[config.mk]
export PLATFORM = sky130hd
export DESIGN_NAME = pmp_perm_check
export DESIGN_NICKNAME = d
export VERILOG_FILES = /design/src/rtl/pmp_chk_pkg.sv /design/src/rtl/pmp_chk_span.sv /design/src/rtl/pmp_chk_entry.sv /design/src/rtl/pmp_chk_prio.sv /design/src/rtl/pmp_chk_resolve.sv /design/src/rtl/pmp_perm_check.sv
export SDC_FILE = /design/constraint.sdc
export NUM_CORES = 1
export LEC_CHECK = 0
export BUFFER_PORTS_ARGS = -buffer_cell sky130_fd_sc_hd__buf_2
export CORE_ASPECT_RATIO = 2
export CORE_MARGIN = 1
export CORE_UTILIZATION = 25
export CTS_CLUSTER_SIZE = 24
export DETAILED_ROUTE_END_ITERATION = 10
export PLACE_DENSITY = 0.46
export SLEW_MARGIN = 20
export SYNTH_ARGS = -nofsm -noshare
export SYNTH_HDL_FRONTEND = slang
export SYNTH_SLANG_ARGS = --single-unit
[constraint.sdc]
create_clock -name clk_i -period 1 [get_ports clk_i]
set_clock_uncertainty 0.2 [all_clocks]
set_input_delay 0.05 -clock clk_i [delete_from_list [all_inputs] [get_ports clk_i]]
set_output_delay 0.05 -clock clk_i [all_outputs]
set_load 0.03 [all_outputs]
[src/rtl/pmp_chk_pkg.sv]
package pmp_chk_pkg;

  typedef logic [2:0] perm_t;

  localparam int unsigned CFG_R    = 0;
  localparam int unsigned CFG_W    = 1;
  localparam int unsigned CFG_X    = 2;
  localparam int unsigned CFG_MLO  = 3;
  localparam int unsigned CFG_MHI  = 4;
  localparam int unsigned CFG_LOCK = 7;

  localparam perm_t P_NONE = 3'b000;
  localparam perm_t P_R    = 3'b001;
  localparam perm_t P_RW   = 3'b011;
  localparam perm_t P_X    = 3'b100;
  localparam perm_t P_RX   = 3'b101;
  localparam perm_t P_RWX  = 3'b111;

  // lockdown code {L,R,W,X} formed from a configuration byte
  function automatic logic [3:0] ld_code(input logic [7:0] cfg);
    return {cfg[CFG_LOCK], cfg[CFG_R], cfg[CFG_W], cfg[CFG_X]};
  endfunction

  // machine-mode rights under lockdown
  function automatic perm_t ld_mach(input logic [3:0] code);
    perm_t p;
    unique case (code)
      4'd2, 4'd3, 4'd14: p = P_RW;
      4'd9, 4'd10:       p = P_X;
      4'd11, 4'd13:      p = P_RX;
      4'd12, 4'd15:      p = P_R;
      default:           p = P_NONE;
    endcase
    return p;
  endfunction

  // lower-mode rights under lockdown
  function automatic perm_t ld_user(input logic [3:0] code);
    perm_t p;
    unique case (code)
      4'd7:                p = P_RWX;
      4'd5:                p = P_RX;
      4'd3, 4'd6:          p = P_RW;
      4'd2, 4'd4, 4'd15:   p = P_R;
      4'd1, 4'd10, 4'd11:  p = P_X;
      default:             p = P_NONE;
    endcase
    return p;
  endfunction

endpackage

[src/rtl/pmp_chk_span.sv]
module pmp_chk_span #(
  parameter int unsigned ADDR_W   = 32,
  parameter int unsigned SIZE_W   = 4,
  parameter int unsigned DEF_SIZE = 4
) (
  input  logic [ADDR_W-1:0] addr_i,
  input  logic [SIZE_W-1:0] size_i,
  output logic [ADDR_W-1:0] last_o
);
  logic [ADDR_W-1:0] eff_size;

  always_comb begin
    if (size_i == '0) eff_size = ADDR_W'(DEF_SIZE);
    else              eff_size = ADDR_W'(size_i);
    last_o = addr_i + eff_size - ADDR_W'(1);
  end
endmodule

[src/rtl/pmp_chk_entry.sv]
module pmp_chk_entry #(
  parameter int unsigned ADDR_W = 32
) (
  input  logic              enable_i,
  input  logic [ADDR_W-1:0] lo_i,
  input  logic [ADDR_W-1:0] hi_i,
  input  logic [7:0]        cfg_i,
  input  logic [ADDR_W-1:0] first_i,
  input  logic [ADDR_W-1:0] last_i,
  output logic              full_o,
  output logic              part_o
);
  import pmp_chk_pkg::*;

  logic active;
  logic in_first;
  logic in_last;

  always_comb begin
    active   = enable_i && (cfg_i[CFG_MHI:CFG_MLO] != 2'b00);
    in_first = (first_i >= lo_i) && (first_i <= hi_i);
    in_last  = (last_i  >= lo_i) && (last_i  <= hi_i);
    full_o   = active && in_first && in_last;
    part_o   = active && (in_first ^ in_last);
  end
endmodule

[src/rtl/pmp_chk_prio.sv]
module pmp_chk_prio #(
  parameter int unsigned NUM_ENT = 8,
  localparam int unsigned IDX_W  = (NUM_ENT > 1) ? $clog2(NUM_ENT) : 1
) (
  input  logic [NUM_ENT-1:0]   full_i,
  input  logic [NUM_ENT-1:0]   part_i,
  input  logic [NUM_ENT*8-1:0] cfg_i,
  output logic                 found_o,
  output logic                 part_o,
  output logic [7:0]           cfg_o
);
  logic [IDX_W-1:0] sel;
  logic             any;

  // scan downward so the lowest index written last wins
  always_comb begin
    sel = '0;
    any = 1'b0;
    for (int i = NUM_ENT - 1; i >= 0; i--) begin
      if (full_i[i] || part_i[i]) begin
        sel = IDX_W'(i);
        any = 1'b1;
      end
    end
    found_o = any && full_i[sel];
    part_o  = any && part_i[sel];
    cfg_o   = cfg_i[sel*8 +: 8];
  end
endmodule

[src/rtl/pmp_chk_resolve.sv]
module pmp_chk_resolve (
  input  logic                found_i,
  input  logic                part_i,
  input  logic [7:0]          cfg_i,
  input  logic                mach_i,
  input  logic                wl_i,
  input  logic                lockdown_i,
  input  pmp_chk_pkg::perm_t  req_i,
  output pmp_chk_pkg::perm_t  allow_o,
  output logic                grant_o
);
  import pmp_chk_pkg::*;

  perm_t def_perm;
  perm_t hit_perm;

  always_comb begin
    if (wl_i)
      def_perm = P_NONE;
    else if (lockdown_i)
      def_perm = (mach_i && !req_i[CFG_X]) ? P_RW : P_NONE;
    else
      def_perm = mach_i ? P_RWX : P_NONE;
  end

  always_comb begin
    if (!lockdown_i)
      hit_perm = (mach_i && !cfg_i[CFG_LOCK]) ? P_RWX : cfg_i[CFG_X:CFG_R];
    else if (mach_i)
      hit_perm = ld_mach(ld_code(cfg_i));
    else
      hit_perm = ld_user(ld_code(cfg_i));
  end

  always_comb begin
    if (part_i)       allow_o = P_NONE;
    else if (found_i) allow_o = hit_perm;
    else              allow_o = def_perm;
    grant_o = !part_i && ((req_i & ~allow_o) == P_NONE);
  end
endmodule

[src/rtl/pmp_perm_check.sv]
module pmp_perm_check #(
  parameter int unsigned NUM_ENT  = 8,
  parameter int unsigned ADDR_W   = 32,
  parameter int unsigned SIZE_W   = 4,
  parameter int unsigned DEF_SIZE = 4,
  localparam int unsigned CNT_W   = $clog2(NUM_ENT + 1)
) (
  input  logic                      clk_i,
  input  logic                      rst_ni,
  input  logic [NUM_ENT*ADDR_W-1:0] ent_lo_i,
  input  logic [NUM_ENT*ADDR_W-1:0] ent_hi_i,
  input  logic [NUM_ENT*8-1:0]      ent_cfg_i,
  input  logic [CNT_W-1:0]          rule_cnt_i,
  input  logic                      sec_wl_i,
  input  logic                      sec_lockdown_i,
  input  logic                      req_valid_i,
  input  logic [ADDR_W-1:0]         req_addr_i,
  input  logic [SIZE_W-1:0]         req_size_i,
  input  logic                      req_mach_i,
  input  logic [2:0]                req_perm_i,
  output logic                      rsp_valid_o,
  output logic [2:0]                rsp_allow_o,
  output logic                      rsp_grant_o
);
  import pmp_chk_pkg::*;

  logic [ADDR_W-1:0]  last_addr;
  logic [NUM_ENT-1:0] full_vec;
  logic [NUM_ENT-1:0] part_vec;
  logic               rules_on;
  logic               hit_found;
  logic               hit_part;
  logic [7:0]         hit_cfg;
  perm_t              allow_d;
  logic               grant_d;

  logic               valid_q, valid_d;
  perm_t              allow_q, allow_nx;
  logic               grant_q, grant_nx;

  assign rules_on = (rule_cnt_i != '0);

  pmp_chk_span #(
    .ADDR_W  (ADDR_W),
    .SIZE_W  (SIZE_W),
    .DEF_SIZE(DEF_SIZE)
  ) u_span (
    .addr_i(req_addr_i),
    .size_i(req_size_i),
    .last_o(last_addr)
  );

  for (genvar g = 0; g < NUM_ENT; g++) begin : g_ent
    pmp_chk_entry #(.ADDR_W(ADDR_W)) u_ent (
      .enable_i(rules_on),
      .lo_i    (ent_lo_i[g*ADDR_W +: ADDR_W]),
      .hi_i    (ent_hi_i[g*ADDR_W +: ADDR_W]),
      .cfg_i   (ent_cfg_i[g*8 +: 8]),
      .first_i (req_addr_i),
      .last_i  (last_addr),
      .full_o  (full_vec[g]),
      .part_o  (part_vec[g])
    );
  end

  pmp_chk_prio #(.NUM_ENT(NUM_ENT)) u_prio (
    .full_i (full_vec),
    .part_i (part_vec),
    .cfg_i  (ent_cfg_i),
    .found_o(hit_found),
    .part_o (hit_part),
    .cfg_o  (hit_cfg)
  );

  pmp_chk_resolve u_resolve (
    .found_i   (hit_found),
    .part_i    (hit_part),
    .cfg_i     (hit_cfg),
    .mach_i    (req_mach_i),
    .wl_i      (sec_wl_i),
    .lockdown_i(sec_lockdown_i),
    .req_i     (req_perm_i),
    .allow_o   (allow_d),
    .grant_o   (grant_d)
  );

  // next state: capture only on a request
  always_comb begin
    valid_d  = req_valid_i;
    allow_nx = allow_q;
    grant_nx = grant_q;
    if (req_valid_i) begin
      allow_nx = allow_d;
      grant_nx = grant_d;
    end
  end

  always_ff @(posedge clk_i or negedge rst_ni) begin
    if (!rst_ni) begin
      valid_q <= 1'b0;
      allow_q <= P_NONE;
      grant_q <= 1'b0;
    end else begin
      valid_q <= valid_d;
      allow_q <= allow_nx;
      grant_q <= grant_nx;
    end
  end

  assign rsp_valid_o = valid_q;
  assign rsp_allow_o = allow_q;
  assign rsp_grant_o = grant_q;

  // response strobe tracks the request one cycle later
  a_r1_rsp_follows_req: assert property (@(posedge clk_i) disable iff (!rst_ni)
    req_valid_i |=> rsp_valid_o);

  // partial overlap on the deciding entry denies everything
  a_r3_partial_denies: assert property (@(posedge clk_i) disable iff (!rst_ni)
    (req_valid_i && hit_part) |=> (rsp_allow_o == 3'b000 && !rsp_grant_o));

  // whitelist default gives nothing
  a_r6_whitelist_empty: assert property (@(posedge clk_i) disable iff (!rst_ni)
    (req_valid_i && sec_wl_i && !hit_found && !hit_part) |=> (rsp_allow_o == 3'b000));

  // unlocked hit in machine mode without lockdown gives every right
  a_r7_mach_unlocked_full: assert property (@(posedge clk_i) disable iff (!rst_ni)
    (req_valid_i && !sec_lockdown_i && hit_found && req_mach_i && !hit_cfg[CFG_LOCK])
    |=> (rsp_allow_o == 3'b111));

  // lockdown never grants write without read
  a_r8_lockdown_no_bare_write: assert property (@(posedge clk_i) disable iff (!rst_ni)
    (req_valid_i && sec_lockdown_i) |=> !(rsp_allow_o[1] && !rsp_allow_o[0]));

  // a grant never exceeds the allowed set of the same request
  a_r10_grant_within_allow: assert property (@(posedge clk_i) disable iff (!rst_ni)
    (req_valid_i && grant_d) |-> ((req_perm_i & ~allow_d) == 3'b000));
endmodule

==> results.sh, run 1 <==
export IMPL_drc=0
export IMPL_synth_nets=5171
export IMPL_synth_top_family_by_area="adder cells"
export IMPL_synth_seq_cells=5
export IMPL_ys_async_sr_fraction_pct=100
export IMPL_coreArea_sq_um=106000
export IMPL_instances_no_fill=6420
export IMPL_ant_nets=0
export IMPL_powerDensity_nw_per_um2=937
export IMPL_clock_sinks=5
export IMPL_synth_largest_area_cell="ha_1"
export IMPL_synthToLayoutAreaGrowth_pct=50.9
export IMPL_slew_headroom_pct=42.9
export IMPL_r2r_end="rsp_allow_o[1]$_DFFE_PN0P_"
export IMPL_leakage_nw=22.7
export IMPL_hold_worst_slack_ns=-0.00613
export IMPL_hold_path_end="rsp_allow_o[2]$_DFFE_PN0P_"
export IMPL_routed_top_layer="met5"
export IMPL_yosysMostFrequentCell="ha_1"
export IMPL_fmax_mhz=123
export IMPL_crit_path_start_kind="input port"
export IMPL_synth_cell_types=95
export IMPL_period_share_pct=816
export IMPL_peakVddDrop_mv=0.619
export IMPL_ys_flop_type="dfrtp_1"
export IMPL_worst_path_most_repeated_cell="buf_4"
export IMPL_avgSynthCellArea_sq_um=7.63
export IMPL_seqPwrFrac_pct=0.9
export IMPL_wl_met2_mm=73.6
export IMPL_reg2reg_depth=2
export IMPL_status="finished, violations left"
export IMPL_synth_cells=3487
export IMPL_yosysSeqAreaShare_pct=0.470
export IMPL_synthAdderAreaFrac_pct=49.8
export IMPL_met3_length_mm=6.67
export IMPL_cts_tree="done"
export IMPL_clk_insertion_delay_late_ns=0.24
export IMPL_synth_area_mux_share_pct=0.569
export IMPL_worstPathRequired_ns=0.93
export IMPL_io_pins=630
export IMPL_cts_clk_slew_worst_paths_ns=0.04
export IMPL_slew_viol_final=0
export IMPL_port_buffers=613
export IMPL_slowest_delay_ns=0.39
export IMPL_die_w_microns=233
export IMPL_whs_path_depth=3
export IMPL_rsz0062_at_grt="yes"
export IMPL_wl_per_cell_microns=23.5
export IMPL_drv_cap=0
export IMPL_final_util_pct=38.0
export IMPL_grt_usage_pct=27.3
export IMPL_antenna_found_initial=19
export IMPL_clkPwrFrac_pct=1.8
export IMPL_die_h_microns=463
export IMPL_min_delay_path_class="input port to flop"
export IMPL_fp_row_count=169
export IMPL_p_sw_share_pct=52.3
export IMPL_drive_above_1_share_pct=34.6
export IMPL_nNetsFinal=6731
export IMPL_synth_top_area_share_pct=49.7
export IMPL_intPower_mw=18.0
export IMPL_gp_congestion=0.979
export IMPL_clk_path_buf_depth=2
export IMPL_ys_top_cells_by_area="ha_1, inv_1, a21oi_1"
export IMPL_grt_max_degree=17
export IMPL_drtPass1Iterations=6
export IMPL_synth_edf_count=0
export IMPL_synth_top_cells_by_count="ha_1, inv_1, a21oi_1"
export IMPL_vias=32600
export IMPL_via_per_inst=5.08
export IMPL_synth_cell_area_sq_um=26600
export IMPL_cts_inserted_buffers=3
export IMPL_cts_root_buffer="clkbuf_16"
export IMPL_first_iter_violations=1469
export IMPL_worstMarginPinSlew_ns=0.853
export IMPL_dp_cells=6367
export IMPL_yosys_area_share_simple_pct=16.3
export IMPL_synth_xor_area_share_pct=0.724
export IMPL_grt_pass1_vias=33500
export IMPL_setup_ws_ns=-7.16
export IMPL_wl_mm=151
export IMPL_fin_crit_ns=8.16
export IMPL_yosys_warnings=0
export IMPL_switchingPower_mw=19.7
export IMPL_grt_ovfl_total=0
export IMPL_detailed_place_hpwl_mm=135
export IMPL_critPathCaptureType="flop"
export IMPL_failed_checks="hold timing, setup timing"
export IMPL_hold_viol=3
export IMPL_htreeDepth=1
export IMPL_reg2reg_slack_ns=-0.04
export IMPL_wl_met1_mm=59.2
export IMPL_start_util_pct=25.2
export IMPL_arrival_ns=8.09
export IMPL_setup_viol=9
export IMPL_critPathSlowestCell="o31ai_4"
export IMPL_path_max_fanout=4
export IMPL_r2r_start="rsp_allow_o[1]$_DFFE_PN0P_"
export IMPL_die_area_sq_um=108000
export IMPL_grt_pass1_wl_mm=213
export IMPL_comb_power_share_pct=97.2
export IMPL_synth_compound_area_share_pct=23.8
export IMPL_worstSetupPathType="input port to flop"
export IMPL_min_delay_start="req_valid_i"
power by group through the flow:
stage	registers, mW	logic, mW	clock network [mW]
2_1_floorplan	0.428	16.6	0
3_3_place_gp	0.334	33.3	0
3_5_place_dp	0.338	33.7	0
4_1_cts	0.351	35.9	0.693
5_1_grt	0.349	40.1	0.708
6_report	0.346	36.6	0.694
final cells by class:
cell class	instances	area (sq um)
Timing Repair Buffer	1558	10600
Sequential cell	5	125
Antenna cell	6	15.0
Multi-Input combinational cell	2898	25500
Tap cell	1368	1710
Fill cell	11200	65600
Inverter	581	2210
Clock buffer	4	78.8
logic make-up (layout without fill, tap and decap cells):
kind of cell | count (synthesis) | after routing
adders and majority gates | 1059 | 1059
and+or+nand+nor | 836 | 836
AOI/OAI and AO/OA | 967 | 967
other | 0 | 6
buffers and inverters | 584 | 2143
muxes | 14 | 14
xor gates and xnor gates | 22 | 22
DFF | 5 | 5
placed cells by master, fill, tap and decap left out, drive strengths merged, types with 26 or more instances in the layout:
cell type  count
a2111oi       26
a211oi        57
a21o         145
a21oi        338
and4          26
buf         1556
ha          1058
inv          578
nand2        192
nand2b        26
nand3         79
nand4        177
nor2         153
nor3          54
nor4          26
o211ai        26
o21a          38
o21ai        160
through the flow:
stage	setup slack, ns	instance area (sq um)	hold WS [ns]	setup TNS (ns)	total power, mW
finish	-7.16	40200	-0.00613	-28.52	37.6
global route	-7.47	40100	0.0131	-29.84	41.2
CTS	-7.12	39800	-0.00916	-28.38	37.0
detailed placement	-8.10	38800	-0.304	-31.91	34.0
global placement	-8.01	38800	-0.307	-31.44	33.7
floorplan	-6.70	26900	-0.446	-26.06	17.0
worst max-delay path, delay by kind of cell:
family | cells | cell delay, ns
compound gates | 22 | 3.93
xor+xnor | 1 | 0.12
fa+ha+maj | 3 | 0.70
buf+inv | 10 | 1.48
mux | 1 | 0.33
simple gates | 8 | 1.49
registers in the layout, indices dropped and copies added, names as in the netlist:
name         flops
rsp_allow_o      3
rsp_grant_o      1
rsp_valid_o      1
metal layers:
layer	vias up	global-route usage (%)
li1	16200	-
met1	15100	30.2
met2	1026	49.0
met3	320	2.55
met4	14	17.3
met5	-	0
how the worst max path moves through the flow:
| stage | from | to | slack [ns] | depth (start not counted) |
|---|---|---|---|---|
| 2_1_floorplan | req_addr_i[0] | rsp_grant_o$_DFFE_PN0P_ | -6.70 | 39 |
| 3_3_place_gp | req_addr_i[1] | rsp_grant_o$_DFFE_PN0P_ | -8.01 | 44 |
| 3_5_place_dp | req_addr_i[1] | rsp_grant_o$_DFFE_PN0P_ | -8.10 | 44 |
| 4_1_cts | req_addr_i[0] | rsp_grant_o$_DFFE_PN0P_ | -7.12 | 45 |
| 5_1_grt | req_addr_i[2] | rsp_grant_o$_DFFE_PN0P_ | -7.47 | 44 |
| 6_report | req_addr_i[2] | rsp_grant_o$_DFFE_PN0P_ | -7.16 | 45 |
timing repair:
item | CTS | global route
setup endpoints to repair | 9 | 9
resized for setup | 134 | 50
hold buffers | 2 | 0
hold endpoints to repair | 6 | 0
pin swaps | 85 | 58
buffers inserted | 39 | 11
Note: power is estimated with default switching activity, not from simulation.
==> run 2: changes to the inputs <==
--- a/config.mk
+++ b/config.mk
@@ -12,6 +12,8 @@
 export CTS_CLUSTER_SIZE = 24
 export DETAILED_ROUTE_END_ITERATION = 10
 export PLACE_DENSITY = 0.46
+export RECOVER_POWER = 25
+export SETUP_SLACK_MARGIN = 0.15
 export SLEW_MARGIN = 20
 export SYNTH_ARGS = -nofsm -noshare
 export SYNTH_HDL_FRONTEND = slang
==> run 2 against run 1 <==
The run ends with setup timing left. Worst hold slack gained 0.0083 ns. First-iteration DRC count up 4.5%. Non-clock buffer count is 3 higher. Via count barely moved.
==> results.sh, run 2 (synthesis results as in run 1) <==
export IMPL_vias=32600
export IMPL_grt_max_degree=17
export IMPL_detailed_place_hpwl_mm=135
export IMPL_arrival_ns=7.97
export IMPL_path_max_fanout=3
export IMPL_die_w_microns=233
export IMPL_worst_path_most_repeated_cell="buf_4"
export IMPL_failed_checks="setup timing"
export IMPL_gp_congestion=0.979
export IMPL_crit_buf_inv=8
export IMPL_clk_path_buf_depth=2
export IMPL_reg2reg_depth=2
export IMPL_io_pins=630
export IMPL_htreeDepth=1
export IMPL_peakVddDrop_mv=0.641
export IMPL_slew_viol_final=0
export IMPL_drc=0
export IMPL_wl_met2_mm=73.9
export IMPL_ant_nets=0
export IMPL_hold_viol=0
export IMPL_leakage_nw=22.7
export IMPL_drive_above_1_share_pct=34.6
export IMPL_cts_root_buffer="clkbuf_16"
export IMPL_first_iter_violations=1535
export IMPL_die_h_microns=463
export IMPL_met3_length_mm=6.38
export IMPL_wl_per_cell_microns=23.5
export IMPL_port_buffers=613
export IMPL_wl_met1_mm=59.6
export IMPL_worstPathRequired_ns=0.93
export IMPL_powerDensity_nw_per_um2=934
export IMPL_synthToLayoutAreaGrowth_pct=50.8
export IMPL_worstSetupPathType="input port to flop"
export IMPL_period_share_pct=804
export IMPL_start_util_pct=25.2
export IMPL_critPathSlowestCell="or3_4"
export IMPL_routed_top_layer="met5"
export IMPL_clock_sinks=5
export IMPL_cts_tree="done"
export IMPL_largest_reg_flops=3
export IMPL_final_common_cell="ha_1"
export IMPL_final_cell_mix="ha_1, buf_4, buf_2"
export IMPL_grt_usage_pct=27.3
export IMPL_antenna_found_initial=19
export IMPL_dp_cells=6367
export IMPL_cts_inserted_buffers=3
export IMPL_critPathCaptureType="flop"
export IMPL_grt_pass1_vias=33500
export IMPL_crit_path_start_kind="input port"
export IMPL_drtPass1Iterations=5
export IMPL_grt_ovfl_total=0
export IMPL_worstMarginPinSlew_ns=0.942
export IMPL_cp_depth=43
export IMPL_setup_viol=9
export IMPL_slew_headroom_pct=36.9
export IMPL_cts_clk_slew_worst_paths_ns=0.04
export IMPL_status="finished, violations left"
export IMPL_finalSetupTns_ns=-28.09
export IMPL_coreArea_sq_um=106000
export IMPL_hold_worst_slack_ns=0.00212
export IMPL_setup_ws_ns=-7.04
export IMPL_slowest_delay_ns=0.44
export IMPL_final_util_pct=38.0
export IMPL_instances_no_fill=6424
export IMPL_crit_family="compound AO/OA/AOI/OAI gates"
export IMPL_min_delay_path_class="input port to asynchronous set/reset pin"
export IMPL_wl_mm=151
export IMPL_clk_insertion_delay_late_ns=0.23
export IMPL_fp_row_count=169
export IMPL_grt_pass1_wl_mm=213
export IMPL_rsz0062_at_grt="yes"
export IMPL_postCtsHoldBufs=1
export IMPL_fin_crit_ns=8.04
export IMPL_via_per_inst=5.08
export IMPL_fmax_mhz=124
export IMPL_drv_cap=0
export IMPL_die_area_sq_um=108000
export IMPL_nNetsFinal=6734
[run 2: cell count changes in the layout (fill, tap and decap cells not counted), sizes merged]
cell	delta
buf	+3
clkbuf	+1
clkinvlp	-1
diode	+1
dlygate4sd3	-1
inv	+1
[run 2: final timing paths]
kind,slack (ns),to,startpoint
max in group asynchronous,0.44,rsp_grant_o$_DFFE_PN0P_,rst_ni
max,-7.04,rsp_grant_o$_DFFE_PN0P_,req_addr_i[3]
min,0.002,rsp_allow_o[1]$_DFFE_PN0P_,rst_ni
max reg2reg,-0.07,rsp_allow_o[1]$_DFFE_PN0P_,rsp_allow_o[1]$_DFFE_PN0P_
min reg2reg,0.39,rsp_allow_o[2]$_DFFE_PN0P_,rsp_allow_o[2]$_DFFE_PN0P_
min in group clk_i,0,rsp_valid_o$_DFF_PN0_,req_valid_i
[run 2: layout make-up]
cell class | instances | area (sq um)
clock buffers | 4 | 78.8
well taps | 1368 | 1710
diodes | 7 | 17.5
inverters | 581 | 2200
repair buffers | 1561 | 10600
flip-flops and latches | 5 | 125
multi-input cells | 2898 | 25400
fillers | 11200 | 65600
[run 2: timing repair]
item / 4_1_cts / 5_1_grt
setup endpoints to repair: 9 / 9
pin swaps: 77 / 53
buffers inserted: 36 / 9
endpoints found under the hold margin: 8 / 1
resized for setup: 127 / 48
[run 2: where the power goes]
part / internal, mW / switching [mW] / total, mW
combinational: 17.1 / 19.3 / 36.5
clock: 0.531 / 0.155 / 0.686
sequential: 0.268 / 0.0783 / 0.347
[run 2: per-layer routing]
layer  GRT usage (%)  vias up
li1                -    16200
met1            30.3    15100
met2            49.2     1009
met3            2.39      311
met4            16.7       14
met5               0        -
[run 2: metrics by stage]
step           power, mW  instance area [sq um]  worst slack [ns]
3_3_place_gp        33.7                  38800             -8.01
6_report            37.5                  40100             -7.04
5_1_grt             41.1                  40100             -7.40
2_1_floorplan       17.0                  26900             -6.70
3_5_place_dp        34.0                  38800             -8.10
4_1_cts             37.0                  39800             -7.13
